File: src/rtl/card_seq_pkg.sv
// Shared types and constants for the smart card power sequencer.
// Assumes a four-step thermometer of enables: supply, I/O, clock, reset.
package card_seq_pkg;

    localparam int NUM_STEPS = 4;
    localparam int STEP_SUPPLY = 0;
    localparam int STEP_IO = 1;
    localparam int STEP_CLK = 2;
    localparam int STEP_RST = 3;

    typedef enum logic [1:0] {
        ST_IDLE = 2'd0,
        ST_UP   = 2'd1,
        ST_ON   = 2'd2,
        ST_DOWN = 2'd3
    } seq_state_t;

endpackage

File: src/rtl/cs_sync.sv
// Two-flop synchronizer for a vector of independent asynchronous inputs.
// Assumes each bit is a slow level; no multi-bit coherence is implied.
module cs_sync #(
    parameter int WIDTH = 1,
    parameter logic [WIDTH-1:0] RESET_VAL = '0
) (
    input  logic             clk,
    input  logic             rst_n,
    input  logic [WIDTH-1:0] d_async,
    output logic [WIDTH-1:0] q_sync
);

    logic [WIDTH-1:0] meta_q;

    // Two stages per bit, loaded with the inactive level on reset.
    always_ff @(posedge clk) begin
        if (!rst_n) begin
            meta_q <= RESET_VAL;
            q_sync <= RESET_VAL;
        end else begin
            meta_q <= d_async;
            q_sync <= meta_q;
        end
    end

endmodule

File: src/rtl/cs_debounce.sv
// Presence qualifier: reports a stable card only after the synchronized
// presence level has stayed high for COUNT cycles. Drops at once on a low.
// Assumes the input is already synchronized to clk.
module cs_debounce #(
    parameter int COUNT = 128000
) (
    input  logic clk,
    input  logic rst_n,
    input  logic level,
    output logic stable
);

    localparam int CW = $clog2(COUNT + 1);
    localparam logic [CW-1:0] LIMIT = CW'(COUNT);

    logic [CW-1:0] cnt_q;

    // Saturating run-length counter of the high level.
    always_ff @(posedge clk) begin
        if (!rst_n) begin
            cnt_q <= '0;
        end else if (!level) begin
            cnt_q <= '0;
        end else if (cnt_q != LIMIT) begin
            cnt_q <= cnt_q + 1'b1;
        end
    end

    assign stable = level && (cnt_q == LIMIT);

endmodule

File: src/rtl/cs_clkdiv.sv
// Card clock divider with two even ratios. The ratio is captured while the
// clock is stopped, so a select change never shortens a running phase.
// Assumes DIV_FAST and DIV_SLOW are even and at least 2.
module cs_clkdiv #(
    parameter int DIV_FAST = 2,
    parameter int DIV_SLOW = 4
) (
    input  logic clk,
    input  logic rst_n,
    input  logic run,
    input  logic fast_sel,
    output logic card_clk
);

    localparam int HALF_F = DIV_FAST / 2;
    localparam int HALF_S = DIV_SLOW / 2;
    localparam int HALF_MAX = (HALF_F > HALF_S) ? HALF_F : HALF_S;
    localparam int CW = $clog2(HALF_MAX + 1);
    localparam logic [CW-1:0] HF = CW'(HALF_F);
    localparam logic [CW-1:0] HS = CW'(HALF_S);

    logic [CW-1:0] cnt_q;
    logic [CW-1:0] half_q;
    logic          phase_q;

    // Half-period counter; ratio latched only while stopped.
    always_ff @(posedge clk) begin
        if (!rst_n) begin
            cnt_q   <= '0;
            half_q  <= HF;
            phase_q <= 1'b0;
        end else if (!run) begin
            cnt_q   <= '0;
            half_q  <= fast_sel ? HF : HS;
            phase_q <= 1'b0;
        end else if (cnt_q == half_q - 1'b1) begin
            cnt_q   <= '0;
            phase_q <= ~phase_q;
        end else begin
            cnt_q <= cnt_q + 1'b1;
        end
    end

    assign card_clk = phase_q & run;

endmodule

File: src/rtl/cs_fsm.sv
// Activation and deactivation sequencer. Holds a thermometer of step
// enables (supply, I/O, clock, reset), adds one step every STEP_CYCLES while
// activating and removes one every STEP_CYCLES while deactivating. Also
// keeps the latched fault alarm. Assumes synchronized inputs.
module cs_fsm
    import card_seq_pkg::*;
#(
    parameter int STEP_CYCLES = 1600
) (
    input  logic                 clk,
    input  logic                 rst_n,
    input  logic                 cmd_level,
    input  logic                 cmd_fall,
    input  logic                 card_in,
    input  logic                 fault_any,
    output logic [NUM_STEPS-1:0] step_en,
    output logic                 alarm
);

    localparam int TW = $clog2(STEP_CYCLES + 1);
    localparam logic [TW-1:0] T_LAST = TW'(STEP_CYCLES - 1);

    seq_state_t           state_q;
    logic [TW-1:0]        timer_q;
    logic [NUM_STEPS-1:0] en_q;
    logic                 alarm_q;
    logic                 fault_all;
    logic                 stop_req;
    logic                 start_ok;
    logic                 tick;

    // Fault set includes loss of the qualified card presence.
    always_comb begin
        fault_all = fault_any | ~card_in;
        stop_req  = cmd_level | fault_all;
        start_ok  = cmd_fall & card_in & ~fault_any & ~alarm_q;
        tick      = (timer_q == T_LAST);
    end

    // Step sequencer: state, step timer and enable thermometer.
    always_ff @(posedge clk) begin
        if (!rst_n) begin
            state_q <= ST_IDLE;
            timer_q <= '0;
            en_q    <= '0;
        end else begin
            case (state_q)
                ST_IDLE: begin
                    timer_q <= '0;
                    en_q    <= '0;
                    if (start_ok) begin
                        en_q    <= NUM_STEPS'(1);
                        state_q <= ST_UP;
                    end
                end
                ST_UP: begin
                    if (stop_req) begin
                        timer_q <= '0;
                        en_q    <= en_q >> 1;
                        state_q <= en_q[STEP_IO] ? ST_DOWN : ST_IDLE;
                    end else if (tick) begin
                        timer_q <= '0;
                        en_q    <= {en_q[NUM_STEPS-2:0], 1'b1};
                        if (en_q[NUM_STEPS-2]) begin
                            state_q <= ST_ON;
                        end
                    end else begin
                        timer_q <= timer_q + 1'b1;
                    end
                end
                ST_ON: begin
                    timer_q <= '0;
                    if (stop_req) begin
                        en_q    <= en_q >> 1;
                        state_q <= ST_DOWN;
                    end
                end
                ST_DOWN: begin
                    if (tick) begin
                        timer_q <= '0;
                        en_q    <= en_q >> 1;
                        if (!en_q[STEP_IO]) begin
                            state_q <= ST_IDLE;
                        end
                    end else begin
                        timer_q <= timer_q + 1'b1;
                    end
                end
                default: begin
                    state_q <= ST_IDLE;
                    en_q    <= '0;
                    timer_q <= '0;
                end
            endcase
        end
    end

    // Alarm latch: set by a fault while busy, cleared idle with command high.
    always_ff @(posedge clk) begin
        if (!rst_n) begin
            alarm_q <= 1'b0;
        end else if (state_q != ST_IDLE && fault_all) begin
            alarm_q <= 1'b1;
        end else if (state_q == ST_IDLE && cmd_level) begin
            alarm_q <= 1'b0;
        end
    end

    assign step_en = en_q;
    assign alarm   = alarm_q;

endmodule

File: src/rtl/card_act_seq.sv
// Top level of the smart card power sequencer. Synchronizes all host and
// card inputs, qualifies presence, runs the step sequencer, divides the card
// clock and gates the reset path. clk is assumed to be twice the reference.
module card_act_seq
    import card_seq_pkg::*;
#(
    parameter int DEBOUNCE_CYCLES = 128000,
    parameter int STEP_CYCLES = 1600,
    parameter int DIV_FAST = 2,
    parameter int DIV_SLOW = 4
) (
    input  logic clk,
    input  logic rst_n,
    input  logic cmd_n,
    input  logic card_present,
    input  logic clk_sel,
    input  logic rst_in,
    input  logic flt_short,
    input  logic flt_hot,
    input  logic flt_vdd,
    input  logic flt_vddp,
    output logic supply_en,
    output logic io_en,
    output logic card_clk,
    output logic card_rst,
    output logic alarm_n
);

    localparam int NSYNC = 8;
    localparam int I_CMD = 7;
    localparam int I_PRES = 6;
    localparam int I_SEL = 5;
    localparam int I_RSTIN = 4;
    localparam logic [NSYNC-1:0] SYNC_RST = NSYNC'(1) << I_CMD;

    logic [NSYNC-1:0]     raw_in;
    logic [NSYNC-1:0]     syn;
    logic                 cmd_s;
    logic                 cmd_q;
    logic                 cmd_fall;
    logic                 card_in;
    logic                 fault_any;
    logic [NUM_STEPS-1:0] step_en;
    logic                 alarm;

    assign raw_in = {cmd_n, card_present, clk_sel, rst_in,
                     flt_short, flt_hot, flt_vdd, flt_vddp};

    cs_sync #(
        .WIDTH     (NSYNC),
        .RESET_VAL (SYNC_RST)
    ) u_sync (
        .clk     (clk),
        .rst_n   (rst_n),
        .d_async (raw_in),
        .q_sync  (syn)
    );

    assign cmd_s     = syn[I_CMD];
    assign fault_any = |syn[3:0];

    // Previous command level for high-to-low edge detection.
    always_ff @(posedge clk) begin
        if (!rst_n) begin
            cmd_q <= 1'b1;
        end else begin
            cmd_q <= cmd_s;
        end
    end

    assign cmd_fall = cmd_q & ~cmd_s;

    cs_debounce #(
        .COUNT (DEBOUNCE_CYCLES)
    ) u_deb (
        .clk    (clk),
        .rst_n  (rst_n),
        .level  (syn[I_PRES]),
        .stable (card_in)
    );

    cs_fsm #(
        .STEP_CYCLES (STEP_CYCLES)
    ) u_fsm (
        .clk       (clk),
        .rst_n     (rst_n),
        .cmd_level (cmd_s),
        .cmd_fall  (cmd_fall),
        .card_in   (card_in),
        .fault_any (fault_any),
        .step_en   (step_en),
        .alarm     (alarm)
    );

    cs_clkdiv #(
        .DIV_FAST (DIV_FAST),
        .DIV_SLOW (DIV_SLOW)
    ) u_div (
        .clk      (clk),
        .rst_n    (rst_n),
        .run      (step_en[STEP_CLK]),
        .fast_sel (syn[I_SEL]),
        .card_clk (card_clk)
    );

    assign supply_en = step_en[STEP_SUPPLY];
    assign io_en     = step_en[STEP_IO];
    assign card_rst  = step_en[STEP_RST] & syn[I_RSTIN];
    assign alarm_n   = ~alarm;

endmodule

File: config.mk
export PLATFORM = sky130hd
export DESIGN_NAME = card_act_seq
export DESIGN_NICKNAME = d
export VERILOG_FILES = /design/src/rtl/card_seq_pkg.sv /design/src/rtl/cs_sync.sv /design/src/rtl/cs_debounce.sv /design/src/rtl/cs_clkdiv.sv /design/src/rtl/cs_fsm.sv /design/src/rtl/card_act_seq.sv
export SDC_FILE = /design/constraint.sdc
export NUM_CORES = 1
export LEC_CHECK = 0
export BUFFER_PORTS_ARGS = -buffer_cell sky130_fd_sc_hd__buf_2
export CAP_MARGIN = 20
export CORE_MARGIN = 2
export CORE_UTILIZATION = 59
export CTS_CLUSTER_DIAMETER = 120
export CTS_CLUSTER_SIZE = 28
export DETAILED_ROUTE_END_ITERATION = 10
export GPL_TIMING_DRIVEN = 0
export PLACE_DENSITY = 0.81
export SYNTH_ARGS = -nofsm -noshare
export SYNTH_HDL_FRONTEND = slang
export SYNTH_SLANG_ARGS = --single-unit
File: constraint.sdc
create_clock -name clk -period 3.09 [get_ports clk]
set_clock_uncertainty 0.2 [all_clocks]
set_input_delay 0.927 -clock clk [delete_from_list [all_inputs] [get_ports clk]]
set_output_delay 0.927 -clock clk [all_outputs]
set_load 0.01 [all_outputs]
==> reports/summary.txt, run 1 <==
Outcome - completed
Seq/Total Area, Yosys - 0.478
CTS tree - built
Number of antenna violations at the first check in global routing - 0
Hold path cells - 1
Core Region - 3940 um^2
GPL Wtd Cong - 0.902
Cell area power density - 582 nW/um^2
# diodes - 0
Unrepaired setup endpoints after global routing - false
Reg2reg setup slack - 0.71 ns
Number of enable flip-flop cells after synthesis - 0
Row count - 23
Worst path required time - 1.96 ns
Vias per cell - 5.50
Post-CTS Setup Bufs - 0
Layout cells sized above 1 - 0.119
H-Tree Depth - 3
Total grt overflow - 0
1st-iter DRT viols - 131
CP startpoint - u_fsm.step_en[2]
Synthesis-to-finish area growth - 15.2%
Max frequency - 0.419 GHz
Die Ht - 67.6 um
Vias in the first global route - 1632
Yosys Warn Count - 0
Hold path startpoint - u_sync.meta_q[7]
Static Leak - 0.989 nW
Non-Filler Instances - 335
Tmin final - 2.38 ns
Hold_buf cts - 0
Largest net degree at the start of global routing - 11
Clock root cell - clkbuf_8
Area share of the largest cell type after synthesis - 0.478
CTS sink count - 57
Maximum vdd drop - 470 uV
Synth area leaders - dfxtp_1, nor2_1, xor2_1
Hold Crit Class - flop to flop
Relative slew margins - 0.704
Worst setup margin - 0.706 ns
Endpoint class of the critical path - primary output
Die ar. - 4570 um^2
Filler cells - 300
Max_cap viols - 0
Clock Pin Slew Worst Setup and Hold Paths - 0.06 ns
Place WS - 0.714 ns
Pre-antenna DRT Iters - 4
Final nets - 293
R2R Path Start - u_deb.cnt_q[0]
Crit Path Max Fanout - 10
Worst r2r path cells - 8
Mapped Area - 2390 um^2
Routed Wire Length - 4.50 mm
Area leader, netlist - dfxtp_1
Hold endpoint - u_sync.q_sync[7]
Setup TNS - 0 ns
Worst-skew pair later-pin latency - 0.33 ns
Fin util - 0.698
CP Class - flop to primary output
Syn nets - 269
Library cells used by synthesis - 45
Reg-to-Reg End - u_fsm.step_en[2]
Dpl cells - 319
Final setup fails - 0
Worst path max stage delay - 0.32 ns
Total track usage - 0.228
Critical Path AT - 1.26 ns
Overall Power - 1.60 mW
Drc violations - 0
Main flop type after synthesis - dfxtp_1
Startpoint Class - flop
TritonCTS Buffers - 9
CP Cell Sequence - clkbuf_1, and2_1, buf_2
Post-route clock period utilization - 0.772
Port bufs - 13
Asr flop ratio synth - 0
Worst-margin pin slew - 0.445 ns
Synthesized area per cell - 9.33 um^2
Yosys reg bits - 57
Average wire per standard cell - 13.4 um
Final hold violations - 0
Clock tree buffer depth - 2
Cts repair resizes - 0
Antenna viol nets, final - 0
IO Pins - 15
Chip Width - 67.6 um
Starting Density - 0.606
Dpl hpwl - 3.05 mm
First-pass GRT wire length - 7.51 mm
Vias - 1843
Slew Viols, Final - 0
Syn Inst Count - 256
Slowest cell on the critical path - clkbuf_1
## synth_stat cells (2+ instances only)
library cell,instances
nor3_1,3
o21a_1,2
and3_1,6
nand4_1,5
inv_1,7
ha_1,3
and2_1,18
xnor2_1,12
a21o_1,2
nor2_1,33
o22ai_1,3
and4_1,3
xor2_1,13
a211oi_1,4
a21oi_1,6
o21ai_0,4
or3_1,5
mux2i_1,2
o21ai_1,3
nand3_1,9
nor4_1,3
nand2b_1,5
o32a_1,2
clkbuf_1,9
dfxtp_1,57
nand2_1,18
## metal layers
| layer | track usage | up-vias | share of wire |
|---|---|---|---|
| met5 | 0 | - | 0 |
| met4 | 0.135 | 0 | 0.014 |
| met3 | 0.0617 | 7 | 0.041 |
| met2 | 0.350 | 42 | 0.49 |
| met1 | 0.284 | 859 | 0.45 |
| li1 | - | 935 | - |
## metrics by stage
stage                     area, um^2  hold slack [ns]
after floorplan                 2390            0.186
after global placement          2520            0.187
after detailed placement        2520            0.192
after CTS                       2750            0.207
after global routing            2750            0.240
final                           2750            0.205
## area by class of cell
cell class,instances,area [um^2],share of cell area
well taps,50,62.6,0.0227
multi-input cells,182,1180,0.430
repair buffers,13,65.1,0.0236
clock inverters,5,104,0.0377
inverters,7,26.3,0.00955
flip-flops and latches,57,1140,0.415
clock buffers,11,131,0.0477
plain buffers,10,38.8,0.0141
## state kept, by name, indices dropped and copies added (netlist names), named ones only
register,count
u_div.phase_q,1
cmd_q,1
u_sync.q_sync,8
u_fsm.timer_q,11
u_fsm.step_en,4
u_div.cnt_q,2
u_fsm.alarm,1
u_sync.meta_q,8
u_fsm.state_q,1
u_div.half_q,2
u_deb.cnt_q,17
## placed cells by master (no fill, tap or decap), drive strengths merged, types with 3 or more instances in the layout
master,instances
and3,6
nand4,6
dfxtp,57
clkbuf,20
nor2,33
xnor2,12
or3,6
nand2,18
a21oi,6
nor3,4
bufinv,3
xor2,13
inv,7
ha,3
nand3,9
nand2b,5
o22ai,3
nor4,4
and4,3
and2,18
buf,14
o21ai,7
a211oi,4
## power by group
part           switching, mW  internal [mW]
registers            0.00525          0.747
clock network          0.282          0.536
logic                 0.0155         0.0154
## kinds of logic (layout without fill, tap and decap cells)
logic type / after synthesis / after routing / share of synthesized area
flops: 57 / 57 / 0.478
mux: 2 / 2 / 0.00838
buf+inv: 17 / 46 / 0.0272
xor+xnor: 25 / 25 / 0.0917
simple gates: 117 / 117 / 0.274
compound gates: 35 / 35 / 0.105
fa+ha+maj: 3 / 3 / 0.0157
## worst max-delay path, delay by kind of cell, from the launching register on
family                 cells  cell delay [ns]
and+or+nand+nor            1             0.18
buffers and inverters      2             0.44
DFF                        1             0.30
## worst max path at each step
stage	to	slack [ns]	cells past startpoint
floorplan	u_fsm.step_en[2]	0.93	8
global placement	u_fsm.step_en[2]	0.77	8
detailed placement	u_fsm.step_en[2]	0.71	8
finish	card_clk	0.71	3
CTS	u_fsm.step_en[2]	0.69	8
global route	u_fsm.step_en[2]	0.58	6
No activity file was read; power rests on OpenSTA's default activity.
==> inputs of run 2 (changes only) <==
Settings changed: CORE_UTILIZATION 59 to 53, PLACE_DENSITY 0.81 to 0.77.
Clock period 3.09 ns to 1.9 ns, I/O delays scaled along.
==> reports/summary.txt, run 2 (synthesized netlist as in run 1, its figures left out) <==
Chip Width - 71.1 um
Endpoint class of the critical path - flop
Largest net degree at the start of global routing - 11
Critical Path AT - 2.22 ns
Commonest cells after routing, fill and taps aside - dfxtp_1, nor2_1, and2_1
1st-iter DRT viols - 176
Vias - 1925
Port bufs - 13
IO Pins - 15
Routed Wire Length - 4.92 mm
Most common cell after layout, fill and taps aside - dfxtp_1
Worst r2r path cells - 9
Most common cell on crit path - or3_4
Dpl hpwl - 2.92 mm
First-pass GRT wire length - 8.38 mm
CTS sink count - 57
Static Leak - 1.08 nW
Total track usage - 0.214
Place WS - -0.377 ns
CP endpoint - u_fsm.step_en[2]
Average wire per standard cell - 13.9 um
CTS tree - built
Relative slew margins - 0.601
Final hold violations - 0
Worst-skew pair later-pin latency - 0.33 ns
Vias per cell - 5.45
Pre-antenna DRT Iters - 4
CP Class - flop to flop
Post-route clock period utilization - 1.16
Max frequency - 0.455 GHz
Hold Crit Class - flop to flop
Hold Slack - 0.212 ns
Slowest cell on the critical path - or3_4
R2R Path Start - u_deb.cnt_q[1]
Max_cap viols - 0
Cell area power density - 828 nW/um^2
Crit Path Max Fanout - 2
Reg-to-Reg End - u_fsm.step_en[2]
Synthesis-to-finish area growth - 28.2%
Number of antenna violations at the first check in global routing - 0
Worst path required time - 1.92 ns
Worst path max stage delay - 0.39 ns
Max reg flops - 17
Drc violations - 0
Clock Pin Slew Worst Setup and Hold Paths - 0.06 ns
Biggest regs - u_deb.cnt_q: 17 flops, u_fsm.timer_q: 11 flops
Die Ht - 71.1 um
Total grt overflow - 0
Starting Density - 0.549
Outcome - finished, violations left
# diodes - 0
Dpl cells - 321
H-Tree Depth - 3
TritonCTS Buffers - 9
Maximum vdd drop - 594 uV
Worst-margin pin slew - 0.598 ns
Core Region - 4350 um^2
Unrepaired setup endpoints after global routing - true
Row count - 24
Final setup fails - 17
Clock tree buffer depth - 2
Largest register by flop count - u_deb.cnt_q
Startpoint Class - flop
CP Cell Sequence - inv_2, ha_4, and4bb_1, buf_6, nand4_4, or3_4, or3_4, o221ai_2, nor2_1
Clock root cell - clkbuf_8
Non-Filler Instances - 353
CP startpoint - u_deb.cnt_q[1]
Antenna viol nets, final - 0
Layout cells sized above 1 - 0.286
Failing checks - setup timing
Reg2reg setup slack - -0.30 ns
Worst setup margin - -0.297 ns
Slew Viols, Final - 0
Die ar. - 5060 um^2
Tmin final - 2.20 ns
GPL Wtd Cong - 0.833
Final nets - 309
Vias in the first global route - 1861
-- run 2: area by class of cell --
cell class	count	area, um^2
fill	297	1290
buffer	8	41.3
multi-input combinational	182	1340
sequential	57	1160
clock buffer	14	163
clock inverter	2	60.1
timing repair buffer	31	211
tap	52	65.1
inverter	7	26.3
-- run 2: worst min path at each step --
| stage | startpoint | endpoint | cells past startpoint | slack (ns) |
|---|---|---|---|---|
| 2_1_floorplan | u_sync.meta_q[7] | u_sync.q_sync[7] | 1 | 0.19 |
| 3_3_place_gp | u_sync.meta_q[7] | u_sync.q_sync[7] | 1 | 0.19 |
| 3_5_place_dp | u_sync.meta_q[7] | u_sync.q_sync[7] | 1 | 0.20 |
| 4_1_cts | cmd_n | u_sync.meta_q[7] | 2 | 0.21 |
| 5_1_grt | cmd_n | u_sync.meta_q[7] | 2 | 0.22 |
| 6_report | u_sync.meta_q[7] | u_sync.q_sync[7] | 1 | 0.21 |
-- run 2: what timing repair did --
item,CTS,global route
pin swaps,22,18
resized for setup,26,26
hold buffers,0,0
setup endpoints to repair,17,22
cloned,1,0
setup buffers,25,2
-- run 2: per-layer routing --
metal  vias up  part of all wire  global-route usage  wire length (um)
met3        11             0.046              0.0470               228
met1       892              0.44               0.261              2160
li1        971                 -                   -                 -
met2        51              0.49               0.351              2420
met4         0             0.022               0.117               106
met5         -                 0                   0                 0
-- run 2: critical path: cells and delay by family (launching register included) --
family          cells  cell delay (ns)
compound gates      1             0.13
simple gates        5             1.11
fa+ha+maj           1             0.12
flops               1             0.33
buf+inv             2             0.19
-- run 2: report_power, final --
group          total, mW  leakage, nW  switching (mW)  internal (mW)
Clock               1.26        0.111           0.446          0.812
Sequential          1.22        0.469         0.00933           1.21
Combinational     0.0575        0.498          0.0297         0.0278
Total               2.54         1.08           0.485           2.05
-- run 2: through the flow --
step	setup TNS (ns)	power, mW	utilization	area (um^2)
after detailed placement	-4.31	1.30	0.586	2550
final	-2.17	2.54	0.703	3060
after global routing	-3.97	2.62	0.703	3060
after CTS	-1.84	2.55	0.684	2980
after global placement	-3.81	1.30	0.586	2550
after floorplan	-0.580	1.28	-	2420
